<file path="src/rtl/da_obc_pkg.sv">
package da_obc_pkg;

    // Frame sequencer phase
    typedef enum logic {
        PH_IDLE = 1'b0,
        PH_RUN  = 1'b1
    } phase_e;

endpackage

</file>
<file path="src/rtl/da_tap_line.sv">
// Sample history for all taps, with bit-serial readout of one bit plane.
module da_tap_line #(
    parameter int DATA_W = 8,
    parameter int TAPS   = 8,
    localparam int SEL_W = (DATA_W > 1) ? $clog2(DATA_W) : 1
) (
    input  logic              clk,
    input  logic              rst_n,
    input  logic              shift_en,
    input  logic [DATA_W-1:0] sample_in,
    input  logic [SEL_W-1:0]  bit_sel,
    output logic [TAPS-1:0]   plane_bits
);

    typedef struct packed {
        logic [TAPS-1:0][DATA_W-1:0] taps;
    } line_t;

    line_t line_d, line_q;

    always_comb begin
        line_d = line_q;
        if (shift_en) begin
            for (int i = TAPS - 1; i > 0; i--) begin
                line_d.taps[i] = line_q.taps[i-1];
            end
            line_d.taps[0] = sample_in;
        end
    end

    always_ff @(posedge clk or negedge rst_n) begin
        if (!rst_n) begin
            line_q <= '0;
        end else begin
            line_q <= line_d;
        end
    end

    for (genvar g = 0; g < TAPS; g++) begin : g_plane
        assign plane_bits[g] = line_q.taps[g][bit_sel];
    end

    AST_LINE_FROZEN: assert property (@(posedge clk) disable iff (!rst_n)
        !shift_en |=> $stable(line_q));

endmodule

</file>
<file path="src/rtl/da_sign_unit.sv">
// Base unit: per-tap sign-controlled coefficient terms plus the local offset.
// Values are doubled: a term of +/-w stands for +/-w/2 with one fraction bit.
module da_sign_unit #(
    parameter int COEF_W    = 10,
    parameter int UNIT_TAPS = 4,
    parameter int UNIT_W    = COEF_W + $clog2(UNIT_TAPS) + 2,
    parameter logic [UNIT_TAPS*COEF_W-1:0] UCOEF = '0
) (
    input  logic [UNIT_TAPS-1:0]     tap_bits,
    input  logic                     lsb_phase,
    output logic signed [UNIT_W-1:0] unit_sum
);

    function automatic logic signed [UNIT_W-1:0] offset_twice();
        logic signed [UNIT_W-1:0] acc;
        acc = '0;
        for (int i = 0; i < UNIT_TAPS; i++) begin
            acc = acc - UNIT_W'($signed(UCOEF[i*COEF_W +: COEF_W]));
        end
        return acc;
    endfunction

    function automatic logic signed [UNIT_W-1:0] magnitude_bound();
        logic signed [UNIT_W-1:0] acc;
        logic signed [UNIT_W-1:0] w;
        acc = '0;
        for (int i = 0; i < UNIT_TAPS; i++) begin
            w   = UNIT_W'($signed(UCOEF[i*COEF_W +: COEF_W]));
            acc = acc + ((w < 0) ? -w : w);
        end
        return acc + acc;
    endfunction

    localparam logic signed [UNIT_W-1:0] OFFSET2 = offset_twice();
    localparam logic signed [UNIT_W-1:0] BOUND   = magnitude_bound();

    logic signed [UNIT_W-1:0] term [UNIT_TAPS];

    for (genvar g = 0; g < UNIT_TAPS; g++) begin : g_term
        localparam logic signed [UNIT_W-1:0] WEXT =
            UNIT_W'($signed(UCOEF[g*COEF_W +: COEF_W]));
        assign term[g] = tap_bits[g] ? WEXT : -WEXT;
    end

    always_comb begin
        unit_sum = lsb_phase ? OFFSET2 : '0;
        for (int i = 0; i < UNIT_TAPS; i++) begin
            unit_sum = unit_sum + term[i];
        end
        AST_UNIT_RANGE: assert (unit_sum <= BOUND && unit_sum >= -BOUND);
    end

endmodule

</file>
<file path="src/rtl/da_shift_accum.sv">
// Shared shift-accumulator: add (or subtract on the MSB cycle), then halve.
// DATA_W guard fraction bits keep the halving exact; the final value is 2*y.
module da_shift_accum #(
    parameter int DATA_W = 8,
    parameter int SUM_W  = 16,
    parameter int Y_W    = 21,
    localparam int ACC_W = SUM_W + DATA_W + 2
) (
    input  logic                    clk,
    input  logic                    rst_n,
    input  logic                    run,
    input  logic                    first,
    input  logic                    last,
    input  logic signed [SUM_W-1:0] sum_in,
    output logic                    y_valid,
    output logic [Y_W-1:0]          y_out
);

    typedef struct packed {
        logic [ACC_W-1:0] acc;
        logic [Y_W-1:0]   y;
        logic             valid;
    } acc_t;

    acc_t st_d, st_q;

    logic signed [ACC_W-1:0] term_aligned;
    logic signed [ACC_W-1:0] base_val;
    logic signed [ACC_W-1:0] pre_val;
    logic signed [ACC_W-1:0] result_val;

    always_comb begin
        term_aligned = {{(ACC_W-SUM_W){sum_in[SUM_W-1]}}, sum_in} <<< DATA_W;
        base_val     = first ? '0 : $signed(st_q.acc);
        pre_val      = last ? (base_val - term_aligned) : (base_val + term_aligned);
        result_val   = pre_val >>> 2;

        st_d       = st_q;
        st_d.valid = 1'b0;
        if (run) begin
            st_d.acc = pre_val >>> 1;
            if (last) begin
                st_d.y     = result_val[Y_W-1:0];
                st_d.valid = 1'b1;
            end
        end
    end

    always_ff @(posedge clk or negedge rst_n) begin
        if (!rst_n) begin
            st_q <= '0;
        end else begin
            st_q <= st_d;
        end
    end

    assign y_valid = st_q.valid;
    assign y_out   = st_q.y;

    AST_EXACT_FINISH: assert property (@(posedge clk) disable iff (!rst_n)
        (run && last) |-> (pre_val[1:0] == 2'b00));
    AST_SINGLE_PULSE: assert property (@(posedge clk) disable iff (!rst_n)
        st_q.valid |=> !st_q.valid);

endmodule

</file>
<file path="src/rtl/da_obc_fir.sv">
module da_obc_fir
    import da_obc_pkg::*;
#(
    parameter int DATA_W    = 8,
    parameter int COEF_W    = 10,
    parameter int TAPS      = 8,
    parameter int UNIT_TAPS = 4,
    parameter logic [TAPS*COEF_W-1:0] COEFS = {
        10'h001, 10'h07B, 10'h338, 10'h025,
        10'h3FF, 10'h000, 10'h1FF, 10'h200},
    localparam int Y_W = COEF_W + DATA_W + $clog2(TAPS)
) (
    input  logic              clk,
    input  logic              rst_n,
    input  logic              in_valid,
    input  logic [DATA_W-1:0] in_sample,
    output logic              in_ready,
    output logic              out_valid,
    output logic [Y_W-1:0]    out_y
);

    localparam int UNITS  = TAPS / UNIT_TAPS;
    localparam int CNT_W  = (DATA_W > 1) ? $clog2(DATA_W) : 1;
    localparam int UNIT_W = COEF_W + $clog2(UNIT_TAPS) + 2;
    localparam int SUM_W  = UNIT_W + $clog2(UNITS) + 1;
    localparam logic [CNT_W-1:0] LAST_CNT = CNT_W'(DATA_W - 1);

    typedef struct packed {
        phase_e           phase;
        logic [CNT_W-1:0] cnt;
    } seq_t;

    seq_t seq_d, seq_q;

    logic seq_first;
    logic seq_last;
    logic accept;

    always_comb begin
        seq_first = (seq_q.phase == PH_RUN) && (seq_q.cnt == '0);
        seq_last  = (seq_q.phase == PH_RUN) && (seq_q.cnt == LAST_CNT);
        in_ready  = (seq_q.phase == PH_IDLE) || seq_last;
        accept    = in_valid && in_ready;

        seq_d = seq_q;
        if (accept) begin
            seq_d.phase = PH_RUN;
            seq_d.cnt   = '0;
        end else if (seq_last) begin
            seq_d.phase = PH_IDLE;
            seq_d.cnt   = '0;
        end else if (seq_q.phase == PH_RUN) begin
            seq_d.cnt = seq_q.cnt + 1'b1;
        end
    end

    always_ff @(posedge clk or negedge rst_n) begin
        if (!rst_n) begin
            seq_q <= '{phase: PH_IDLE, cnt: '0};
        end else begin
            seq_q <= seq_d;
        end
    end

    logic [TAPS-1:0] plane_bits;

    da_tap_line #(
        .DATA_W (DATA_W),
        .TAPS   (TAPS)
    ) u_taps (
        .clk        (clk),
        .rst_n      (rst_n),
        .shift_en   (accept),
        .sample_in  (in_sample),
        .bit_sel    (seq_q.cnt),
        .plane_bits (plane_bits)
    );

    logic signed [UNIT_W-1:0] unit_sum [UNITS];

    for (genvar u = 0; u < UNITS; u++) begin : g_unit
        da_sign_unit #(
            .COEF_W    (COEF_W),
            .UNIT_TAPS (UNIT_TAPS),
            .UNIT_W    (UNIT_W),
            .UCOEF     (COEFS[u*UNIT_TAPS*COEF_W +: UNIT_TAPS*COEF_W])
        ) u_unit (
            .tap_bits  (plane_bits[u*UNIT_TAPS +: UNIT_TAPS]),
            .lsb_phase (seq_first),
            .unit_sum  (unit_sum[u])
        );
    end

    logic signed [SUM_W-1:0] global_sum;

    always_comb begin
        global_sum = '0;
        for (int u = 0; u < UNITS; u++) begin
            global_sum = global_sum + SUM_W'(unit_sum[u]);
        end
    end

    da_shift_accum #(
        .DATA_W (DATA_W),
        .SUM_W  (SUM_W),
        .Y_W    (Y_W)
    ) u_accum (
        .clk     (clk),
        .rst_n   (rst_n),
        .run     (seq_q.phase == PH_RUN),
        .first   (seq_first),
        .last    (seq_last),
        .sum_in  (global_sum),
        .y_valid (out_valid),
        .y_out   (out_y)
    );

    AST_PHASE_EXCL: assert property (@(posedge clk) disable iff (!rst_n)
        $onehot0({seq_first, seq_last}));
    AST_RESULT_HOLD: assert property (@(posedge clk) disable iff (!rst_n)
        !out_valid |-> $stable(out_y));

endmodule

</file>
<file path="config.mk">
export PLATFORM = sky130hd
export DESIGN_NAME = da_obc_fir
export DESIGN_NICKNAME = d
export VERILOG_FILES = /design/src/rtl/da_obc_pkg.sv /design/src/rtl/da_tap_line.sv /design/src/rtl/da_sign_unit.sv /design/src/rtl/da_shift_accum.sv /design/src/rtl/da_obc_fir.sv
export SDC_FILE = /design/constraint.sdc
export NUM_CORES = 1
export LEC_CHECK = 0
export ABC_AREA = 1
export BUFFER_PORTS_ARGS = -buffer_cell sky130_fd_sc_hd__buf_4
export CAP_MARGIN = 20
export CORE_UTILIZATION = 45
export DETAILED_ROUTE_END_ITERATION = 10
export SYNTH_ARGS = -nofsm -noshare
export SYNTH_HDL_FRONTEND = slang
export SYNTH_SLANG_ARGS = --single-unit
</file>
<file path="constraint.sdc">
create_clock -name clk -period 10 [get_ports clk]
set_clock_uncertainty 0.2 [all_clocks]
set_input_delay 1 -clock clk [delete_from_list [all_inputs] [get_ports clk]]
set_output_delay 1 -clock clk [all_outputs]
set_load 0.005 [all_outputs]
</file>
==> qor.yml <==
antenna_found_initial: 0
min_period_over_period: 0.8476
synthArstFlopShare: 1.000
start_kind: "flop"
core_area_um2: 17960
synth_top_area_share: 0.3423
finalHoldViolCount: 0
synth.cell_area_um2: 8260
fmax_mhz: 118.0
hold_slack_ns: 0.2772
crit_type: "flop to flop"
numCtsBuffers: 17
worstPathRequired_ns: 10.07
avgRoutedWirePerCell_um: 13.13
io_pins: 34
cp-end-kind: "flop"
rows: 49
cts_sinks: 113
synth-seq-cells: 113
finalMaxSlewViolations: 0
die-area_um2: 18900
port_buffers: 33
finalSetupTns_ns: 0
fp.dieH_um: 137.5
num_vias: 6417
syn_inst: 1063
rsz0062_at_grt: "false"
worst_slew_pin_slew_ns: 0.9618
critPathArrivalTime_ns: 8.55
synth_nets: 1158
insertedDiodeCount: 0
grt_pass1_wl_mm: 29.02
viasPerCell: 4.910
max_stage_delay_ns: 0.74
outcome: "finished, final reports clean"
yosysWarnings: 0
drive_above_1_share: 0.1252
grt_max_degree: 105
cts_tree: "built"
synth.most_common_cell: "nand2_1"
cts_max_level: 4
cts_root_buf: "clkbuf_16"
crit_path_max_fanout: 32
synthTopCellsByCount: "nand2_1 (223), inv_1 (151), o21ai_0 (121)"
slew_headroom: 0.3545
period_minus_slack_ns: 8.476
yosysTopAreaCell: "dfrtp_1"
antenna_left: 0
seq_area_frac_synth: 0.3423
avgSynthCellArea_um2: 7.771
dieWidth_um: 137.5
synthDistinctLibCells: 40
synth-edff-count: 0
grt_use_total: 0.1969
clkTransAtPathRegs_ns: 0.06
cts_hold_buffers: 0
gp_congestion: 0.8389
worstSkewPairLatency_ns: 0.42
cap_violations: 0
drt_wl_total_mm: 17.17
place_hpwl_mm: 12.73
drt_iter0_drc: 225
grt_pass1_vias: 6128
slowest_stage: "o21ai_1"
hold_class: "flop to flop"
initial_core_util: 0.4598
syn2layout_area_growth_pct: 10.71
layout.nets: 1161
route.detailed.drc: 0
ctsResizeCount: 0
synth_area_leaders: "dfrtp_1 (34%), nand2_1 (10%), ha_1 (10%)"
setup_viol: 0
ys.flop_type: "dfrtp_1"
cpMostUsedCell: "nand2_1"
drt_first_pass_iters: 6
postCtsSetupBuffers: 0
clk_path_buf_depth: 2
gr-total-overflow: 0
[worst max-delay path: cells and delay by family, from the launching register on]
kind	cells	cell delay, ns
AO/OA/AOI/OAI	10	2.47
adder cells (fa/ha/maj)	6	2.36
AND/OR/NAND/NOR	13	1.24
buffers and inverters	8	1.17
XOR/XNOR	3	0.51
flip-flops	1	0.36
[metal layers]
metal / track usage / part of all wire
met1: 0.2463 / 0.48
met2: 0.3358 / 0.48
met3: 0.04268 / 0.025
met4: 0.06227 / 0.020
met5: 0 / 0
[cell families after synthesis]
group	share of synthesized area
mux	0.03544
fa+ha+maj	0.1436
xor+xnor	0.04332
buf+inv	0.1098
flops	0.3423
simple gates	0.1902
compound gates	0.1353
[cell usage in the layout (no fill, tap or decap), types with 2 or more instances in the layout]
cell type,count
inv_1,151
inv_6,5
buf_4,39
a21oi_1,71
o21ai_1,5
bufinv_16,3
nor2_1,63
ha_1,66
mux2_2,26
inv_2,8
nand4_1,6
xnor2_1,17
nor2_4,2
o21ai_0,120
nor2_2,3
nand3_1,48
o22ai_1,3
xor2_1,22
o21bai_1,2
fa_1,18
a31oi_1,5
clkbuf_16,17
nand2_1,222
clkinv_4,3
nand2_2,13
or2_1,2
a21o_1,3
or2_2,3
dfrtp_1,113
nand3_2,4
clkinv_2,3
[worst paths after layout]
path / from / to / slack [ns] / depth (start not counted)
worst min register to register: u_accum.y_out[17]$_DFFE_PN0P_ / u_accum.y_out[17]$_DFFE_PN0P_ / 0.28 / 2
worst max-delay path: seq_q[0]$_DFFE_PN0P_ / u_accum.st_q[43]$_DFFE_PN0P_ / 1.52 / 40
worst min-delay path: u_accum.y_out[17]$_DFFE_PN0P_ / u_accum.y_out[17]$_DFFE_PN0P_ / 0.28 / 2
max in group asynchronous: rst_n / u_taps.line_q[59]$_DFFE_PN0P_ / 7.93 / 2
min in group asynchronous: rst_n / u_accum.st_q[33]$_DFFE_PN0P_ / 0.35 / 1
worst max register to register: seq_q[0]$_DFFE_PN0P_ / u_accum.st_q[43]$_DFFE_PN0P_ / 1.52 / 40
[sequential cells by signal, indices dropped and copies added (netlist names)]
register and count:
seq_q 4, u_accum.st_q 23, u_accum.y_out 21, u_accum.y_valid 1, u_taps.line_q 64
[area by class of cell]
class | instances | area, um2
fill | 1786 | 8818
multi-input combinational | 735 | 4533
sequential | 113 | 2828
inverter | 160 | 601.8
clock buffer | 17 | 425.4
timing repair buffer | 39 | 292.8
tap | 229 | 286.5
clock inverter | 14 | 177.7
[per-stage QoR]
| stage | util | setup slack (ns) | cells | area [um2] |
|---|---|---|---|---|
| floorplan | - | 2.496 | 1063 | 8260 |
| global placement | 0.4755 | 1.698 | 1276 | 8542 |
| detailed placement | 0.4755 | 1.519 | 1276 | 8542 |
| CTS | 0.5091 | 1.491 | 1307 | 9145 |
| global route | 0.5091 | 0.4910 | 1307 | 9145 |
| finish | 0.5091 | 1.524 | 1307 | 9145 |
Power is left out: the tool's default activity adds up to more than one toggle a clock period on the data nets, which glitch-free logic cannot reach.
